<file path="config.mk">
export PLATFORM = sky130hd
export DESIGN_NAME = baud_tick_gen
export DESIGN_NICKNAME = d
export VERILOG_FILES = /design/src/rtl/baud_gen_pkg.sv /design/src/rtl/baud_regs.sv /design/src/rtl/baud_prescaler.sv /design/src/rtl/baud_divider.sv /design/src/rtl/baud_tick_gen.sv
export SDC_FILE = /design/constraint.sdc
export NUM_CORES = 1
export LEC_CHECK = 0
export BUFFER_PORTS_ARGS = -buffer_cell sky130_fd_sc_hd__buf_2
export CORE_ASPECT_RATIO = 1.75
export CORE_MARGIN = 2
export CORE_UTILIZATION = 53
export CTS_CLUSTER_SIZE = 20
export DETAILED_ROUTE_END_ITERATION = 10
export GPL_TIMING_DRIVEN = 0
export PLACE_DENSITY = 0.76
export SETUP_SLACK_MARGIN = 0.1
export SYNTH_ARGS = -nofsm -noshare
export SYNTH_HDL_FRONTEND = slang
export SYNTH_SLANG_ARGS = --single-unit
</file>
<file path="constraint.sdc">
create_clock -name clk -period 2.5 [get_ports clk]
set_input_delay 0.25 -clock clk [delete_from_list [all_inputs] [get_ports clk]]
set_output_delay 0.25 -clock clk [all_outputs]
set_load 0.01 [all_outputs]
</file>
<file path="src/rtl/baud_gen_pkg.sv">
package baud_gen_pkg;
    localparam int unsigned DIV_W     = 16;
    localparam int unsigned BYTE_W    = 8;
    localparam int unsigned ADDR_W    = 2;
    localparam int unsigned PRE_RATIO = 4;
    localparam int unsigned MODE_BIT  = 7;

    localparam int unsigned NUM_BYTES = DIV_W / BYTE_W;
    localparam int unsigned PRE_W     = $clog2(PRE_RATIO);
    localparam logic [ADDR_W-1:0] MODE_ADDR = ADDR_W'(NUM_BYTES);

    typedef struct packed {
        logic [DIV_W-1:0] divisor;
        logic             pre_sel;
        logic             reload;
    } regs_state_t;

    typedef struct packed {
        logic [PRE_W-1:0] cnt;
    } pre_state_t;

    typedef struct packed {
        logic [DIV_W-1:0] cnt;
        logic             tick;
    } div_state_t;
endpackage

</file>
<file path="src/rtl/baud_regs.sv">
module baud_regs
    import baud_gen_pkg::*;
(
    input  logic              clk,
    input  logic              rst_n,
    input  logic              clk_sel_i,
    input  logic              wr_en_i,
    input  logic [ADDR_W-1:0] wr_addr_i,
    input  logic [BYTE_W-1:0] wr_data_i,
    output logic [DIV_W-1:0]  divisor_o,
    output logic              pre_sel_o,
    output logic              reload_o
);
    regs_state_t s_d, s_q;

    always_comb begin
        s_d        = s_q;
        s_d.reload = 1'b0;
        if (wr_en_i) begin
            for (int i = 0; i < NUM_BYTES; i++) begin
                if (wr_addr_i == ADDR_W'(i)) begin
                    s_d.divisor[i*BYTE_W +: BYTE_W] = wr_data_i;
                    s_d.reload                      = 1'b1;
                end
            end
            if (wr_addr_i == MODE_ADDR) begin
                s_d.pre_sel = wr_data_i[MODE_BIT];
                s_d.reload  = 1'b1;
            end
        end
    end

    always_ff @(posedge clk) begin
        if (!rst_n) begin
            s_q.divisor <= '0;
            s_q.pre_sel <= ~clk_sel_i;
            s_q.reload  <= 1'b0;
        end else begin
            s_q <= s_d;
        end
    end

    assign divisor_o = s_q.divisor;
    assign pre_sel_o = s_q.pre_sel;
    assign reload_o  = s_q.reload;

    // a write to a real register is followed by a restart pulse
    assert_write_reloads_R6: assert property (@(posedge clk) disable iff (!rst_n)
        (wr_en_i && wr_addr_i != ADDR_W'(2**ADDR_W - 1)) |=> reload_o);

    // the spare address leaves every setting untouched
    assert_spare_ignored_R8: assert property (@(posedge clk) disable iff (!rst_n)
        (wr_en_i && wr_addr_i == ADDR_W'(2**ADDR_W - 1))
        |=> ($stable(divisor_o) && $stable(pre_sel_o) && !reload_o));
endmodule

</file>
<file path="src/rtl/baud_prescaler.sv">
module baud_prescaler
    import baud_gen_pkg::*;
(
    input  logic clk,
    input  logic rst_n,
    input  logic pre_sel_i,
    input  logic restart_i,
    output logic en_o
);
    localparam logic [PRE_W-1:0] LAST = PRE_W'(PRE_RATIO - 1);

    pre_state_t s_d, s_q;

    always_comb begin
        s_d = s_q;
        if (restart_i || !pre_sel_i) begin
            s_d.cnt = '0;
        end else if (s_q.cnt == LAST) begin
            s_d.cnt = '0;
        end else begin
            s_d.cnt = s_q.cnt + 1'b1;
        end
    end

    always_ff @(posedge clk) begin
        if (!rst_n) begin
            s_q.cnt <= '0;
        end else begin
            s_q <= s_d;
        end
    end

    assign en_o = !pre_sel_i || (s_q.cnt == LAST);

    // in divide-by-4 mode two consecutive enables never occur
    assert_pre_spacing_R3: assert property (@(posedge clk) disable iff (!rst_n)
        (pre_sel_i && en_o) |=> (!en_o || !pre_sel_i));
endmodule

</file>
<file path="src/rtl/baud_divider.sv">
module baud_divider
    import baud_gen_pkg::*;
(
    input  logic             clk,
    input  logic             rst_n,
    input  logic [DIV_W-1:0] divisor_i,
    input  logic             en_i,
    input  logic             restart_i,
    output logic             tick_o
);
    div_state_t s_d, s_q;

    always_comb begin
        s_d      = s_q;
        s_d.tick = 1'b0;
        if (restart_i || divisor_i == '0) begin
            s_d.cnt = '0;
        end else if (en_i) begin
            if (s_q.cnt == divisor_i - 1'b1) begin
                s_d.cnt  = '0;
                s_d.tick = 1'b1;
            end else begin
                s_d.cnt = s_q.cnt + 1'b1;
            end
        end
    end

    always_ff @(posedge clk) begin
        if (!rst_n) begin
            s_q.cnt  <= '0;
            s_q.tick <= 1'b0;
        end else begin
            s_q <= s_d;
        end
    end

    assign tick_o = s_q.tick;

    // a zero divisor gives no tick
    assert_zero_halts_R5: assert property (@(posedge clk) disable iff (!rst_n)
        (divisor_i == '0) |=> !tick_o);

    // the cycle after a restart is quiet and the count is cleared
    assert_restart_clean_R6: assert property (@(posedge clk) disable iff (!rst_n)
        restart_i |=> (!tick_o && s_q.cnt == '0));

    // the count stays below the programmed divisor
    assert_cnt_bound_R1: assert property (@(posedge clk) disable iff (!rst_n)
        (divisor_i != '0 && !restart_i) |-> (s_q.cnt < divisor_i));
endmodule

</file>
<file path="src/rtl/baud_tick_gen.sv">
module baud_tick_gen
    import baud_gen_pkg::*;
(
    input  logic              clk,
    input  logic              rst_n,
    input  logic              clk_sel_i,
    input  logic              wr_en_i,
    input  logic [ADDR_W-1:0] wr_addr_i,
    input  logic [BYTE_W-1:0] wr_data_i,
    output logic              tick_o
);
    logic [DIV_W-1:0] divisor;
    logic             pre_sel;
    logic             reload;
    logic             pre_en;

    baud_regs u_regs (
        .clk       (clk),
        .rst_n     (rst_n),
        .clk_sel_i (clk_sel_i),
        .wr_en_i   (wr_en_i),
        .wr_addr_i (wr_addr_i),
        .wr_data_i (wr_data_i),
        .divisor_o (divisor),
        .pre_sel_o (pre_sel),
        .reload_o  (reload)
    );

    baud_prescaler u_pre (
        .clk       (clk),
        .rst_n     (rst_n),
        .pre_sel_i (pre_sel),
        .restart_i (reload),
        .en_o      (pre_en)
    );

    baud_divider u_div (
        .clk       (clk),
        .rst_n     (rst_n),
        .divisor_i (divisor),
        .en_i      (pre_en),
        .restart_i (reload),
        .tick_o    (tick_o)
    );

    // with divisor 1 at full rate the tick stays high
    assert_full_rate_R2: assert property (@(posedge clk) disable iff (!rst_n)
        (divisor == DIV_W'(1) && !pre_sel && !reload && $past(tick_o)) |=> tick_o);
endmodule

</file>
== After elaboration in Yosys (flattened, before gate mapping) ==
Index checks and enable logic that the tools add are counted.

* Muxes and demuxes: 7
* Equality and inequality tests: 6
* Bitwise operators: 3
* Reductions and logical operators: 13
* Add/sub/neg operators: 3

{| class="wikitable"
|+ Operators with widths
! cell !! number
|-
| adder 16 x 1 -> 16 bit, second input constant || 1
|-
| == test 16 bit || 1
|-
| zero test 16 bit || 1
|-
| two-way mux 16 bit || 1
|-
| subtractor 16 x 1 -> 16 bit, second input constant || 1
|-
| AND reduction 2 bit || 4
|-
| two-way mux 2 bit || 3
|-
| OR reduction 3 bit || 2
|-
| == test 2 bit, second input constant || 2
|-
| != test 2 x 1 -> 1 bit, second input constant || 2
|-
| logical OR 1 bit || 3
|-
| two-way mux 1 bit || 3
|-
| inverter 1 bit || 3
|-
| adder 2 x 1 -> 2 bit, second input constant || 1
|-
| == test 2 x 1 -> 1 bit, second input constant || 1
|-
| zero test 2 bit || 1
|-
| OR reduction 2 bit || 1
|-
| zero test 1 bit || 1
|}

* Input port bits: 14
* Bits in registers: 37
* Output and inout port bits: 1
* Logic and storage cells: 39

== Depth between registers and ports, before layout ==
* Word-level depth: 6
* Mapped depth: 11
* Mapped depth without buffers: 9

== Modules after synthesis ==
Synthesis repeated with hierarchy kept, for this count alone.

* Cells, all modules: 241
* Area, all modules: 2127.0 um2

{| class="wikitable"
|+ By module, submodules not included
! module !! sequential area each (um2) !! cells an instance !! times used !! area an instance (um2)
|-
| baud_divider || 340.3 || 163 || 1 || 1333.8
|-
| baud_regs || 370.4 || 70 || 1 || 711.9
|-
| baud_prescaler || 40.0 || 8 || 1 || 81.3
|}

== Worst setup path after synthesis ==
No wires, ideal clock.

* Path type: register to register
* Start point: reg u_regs.divisor_o[10] (netlist name)
* End point: reg u_div.s_q[11] in the netlist's numbering
* Data required time: 2.385 ns
* Setup time: 0.115 ns
* Period minus slack after synthesis: 2.606 ns
* Cell stages (with the launch flop): 9
* Buffers on the path: 1
* Arrival time: 2.491 ns
* Slack: -0.106 ns
* Path through: dfxtp_1 or4_4 or3_1 a211o_1 a2111oi_2 nand4_2 o21bai_4 buf_6 nor2_1

* Longest elaborated chain between the ends: 3
* Elaborated cells between the ends (all ways): 6
* Those cells by class: 1 x add/sub; 1 x eq/ne; 1 x mux; 3 x reduce/logical

{| class="wikitable"
|+ Ends and longest elaborated chain
! what !! line !! source
|-
| subtractor 16 x 1 -> 16 bit or zero test 16 bit (tied branches) || baud_divider.sv:19, baud_divider.sv:16 ||
|-
| == test 16 bit or logical OR 1 bit (tied branches) || baud_divider.sv:19, baud_divider.sv:16 ||
|-
| two-way mux 16 bit or OR reduction 2 bit (tied branches) || -- ||
|-
| end: declaration || baud_divider.sv:11 || <nowiki>div_state_t s_d, s_q;</nowiki>
|}

Parallel ways exist; a longest one is shown, timed or not.
A chain may end at the register's enable or synchronous reset.

== Worst setup path in the final report ==
* Start point: reg u_regs.divisor_o[13] (netlist name)
* End point: reg u_div.s_q[5] in the netlist's numbering

* Longest elaborated chain between the ends: 3
* Elaborated cells between the ends (all ways): 6
* Those cells by class: 1 x add/sub; 1 x eq/ne; 1 x mux; 3 x reduce/logical

{| class="wikitable"
|+ Ends and longest elaborated chain
! what !! line
|-
| subtractor 16 x 1 -> 16 bit or zero test 16 bit (tied branches) || baud_divider.sv:19, baud_divider.sv:16
|-
| == test 16 bit or logical OR 1 bit (tied branches) || baud_divider.sv:19, baud_divider.sv:16
|-
| two-way mux 16 bit or OR reduction 2 bit (tied branches) || --
|}

Parallel ways exist; a longest one is shown, timed or not.

==> qor.yml <==
finalSetupViolations: 14
synth_edf_count: 1
wirelength_mm: 4.34
drv_cap: 0
violations: "negative setup slack"
crit_path_cell_trace: "or4_4 -> or3_1 -> a211o_1 -> a2111oi_4 -> nand4_2 -> o21bai_4 -> buf_6 -> nor2_1"
fin_total_pwr_w: 0.00132
firstDrtPassIters: 4
hold_viol: 0
slowest_delay_ns: 0.52
skew_ns: 0.00321
drt_iter0_drc: 25
syn_area_per_cell_um2: 8.78
die_h_um: 85.7
async_flop_share: 0
ys_ff_latch: 37
start_kind: "flip-flop"
place_congestion: 0.852
regArea_um2: 757
vias: 1718
cp.required_ns: 2.69
reg2reg_from: "u_regs.divisor_o[13]"
fmaxAchievable_mhz: 393
post-place-cells: 290
antennaDiodeCount: 0
ys.flop_type: "dfxtp_1"
root_buffer: "clkbuf_8"
portBuffers: 14
cts-hold-fix-buffers: 0
multiInputGateArea_um2: 1300
core-area_um2: 3630
crit_path_end_kind: "flip-flop"
worst_pin_slew_ns: 0.721
synth_cell_types: 40
powerDensity_nw_per_um2: 543
initial_core_util: 0.557
worstSkewPairLatency_ns: 0.29
vias_per_cell: 5.60
cp_max_fo: 5
holdCritStartpoint: "wr_addr_i[0]"
min_period_ns: 2.54
rsz0062_at_grt: "true"
ant_nets: 0
syn-num-nets: 247
synth_cells: 230
synthToLayoutAreaGrowth_pct: 19.8
place_hpwl_mm: 3.16
hold_class: "in -> reg"
ir_drop_mv: 0.424
synth-warning-count: 0
cp_top_family: "simple AND/OR/NAND/NOR gates"
cts_max_path_buffers: 2
grt_pass1_wl_mm: 7.58
grt_usage: 0.232
final_common_cell: "dfxtp_1"
io-pin-count: 15
status: "complete, but fails checks"
synth_top_area_share: 0.357
cp.arrival_ns: 2.73
drive_gt1_frac: 0.222
setup_slack_ns: -0.0447
crit_path_top_delay_cell: "or4_4"
grt_max_degree: 12
yosysSeqAreaShare: 0.372
cts_tree: "built"
grt_pass1_vias: 1726
numCtsBuffers: 5
wl_per_cell_um: 14.1
fin_crit_sh: 1.02
drc: 0
stdcell_count: 307
power_leakage_nw: 0.990
clk_pin_slew_worst_paths_ns: 0.07
yosysTopAreaCell: "dfxtp_1"
die_w_um: 50.7
cts_htree_levels: 2
fill_cells: 311
overflow: 0
num_rows: 29
slew_viol_final: 0
slew_headroom: 0.514
worst-setup-path-type: "reg -> reg"
cp.buffers_inverters: 1
dieArea_um2: 4340
synthesis.area_um2: 2020
synthTopCellsByArea: "dfxtp_1 (36%), xor2_1 (8.7%), mux2i_1 (6.9%)"
crit_path_start: "u_regs.divisor_o[13]"
final_nets: 277
antenna_found_initial: 0
numClockSinks: 37
final_cell_mix: "dfxtp_1 (33), nor2_1 (21), xor2_1 (20)"
postLayoutCoreUtil: 0.667
[synth_stat cells, types with 7 or more instances]
library cell	instances
dfxtp_1	36
mux2i_1	14
nor2b_1	16
xnor2_1	14
nor2_1	26
nor3_1	7
nand2_1	20
a21oi_1	9
xor2_1	20
clkbuf_1	7
nand3_1	8
[registers in the layout, indices dropped and copies added (netlist names)]
register,flops
u_regs.pre_sel_o,1
u_div.tick_o,1
u_pre.s_q,2
u_regs.divisor_o,16
u_regs.reload_o,1
u_div.s_q,16
[cell type report]
type,count,area share
multi-input combinational,182,0.537
buffer,9,0.0186
inverter,2,0.00310
clock buffer,7,0.0398
tap,46,0.0238
clock inverter,1,0.00207
timing repair buffer,23,0.0631
sequential,37,0.313
[final timing paths]
kind	cells past startpoint	to	slack, ns
setup reg to reg	8	u_div.s_q[5]	-0.04
setup / recovery	8	u_div.s_q[5]	-0.04
hold reg to reg	1	u_pre.s_q[0]	0.42
hold / removal	2	u_regs.reload_o	0.17
[routing by layer]
metal | part of all wire | vias to the layer above | track usage
met5 | 0 | - | 0
met4 | 0.048 | 0 | 0.135
met3 | 0.034 | 19 | 0.0436
met2 | 0.55 | 44 | 0.435
met1 | 0.36 | 804 | 0.226
li1 | - | 851 | -
[kinds of logic after synthesis]
group,synth area share
compound gates,0.0787
mux,0.0694
flops,0.372
xor+xnor,0.147
fa+ha+maj,0.0186
simple gates,0.290
buf+inv,0.0242
[power breakdown]
group	internal [W]	switching [W]	leakage, nW
clock network	0.000249	0.000208	0.0542
logic	0.000109	0.000122	0.632
registers	0.000607	0.0000194	0.303
total	0.000966	0.000349	0.990
[what timing repair did]
item,4_1_cts,5_1_grt
endpoints found under the hold margin,0,0
setup endpoints to repair,17,17
pin swaps,23,8
cloned,1,0
resized for setup,16,12
setup buffers,5,3
[through the flow]
stage,cell area [um2],hold slack (ns),TNS [ns],worst slack (ns)
after global routing,2420,0.160,-2.08,-0.154
after detailed placement,2150,0.413,-4.75,-0.367
after CTS,2360,0.160,-2.01,-0.149
after floorplan,2020,0.337,-0.315,-0.0327
after global placement,2150,0.409,-4.53,-0.362
final,2420,0.171,-0.457,-0.0447
[worst reg2reg max path, delay by kind of cell (launching register included)]
| family | cells | cell delay, ns |
|---|---|---|
| AOI/OAI and AO/OA | 3 | 0.86 |
| and+or+nand+nor | 4 | 1.09 |
| DFF | 1 | 0.33 |
| buffers and inverters | 1 | 0.16 |
No activity file was read; power rests on OpenSTA's default activity.
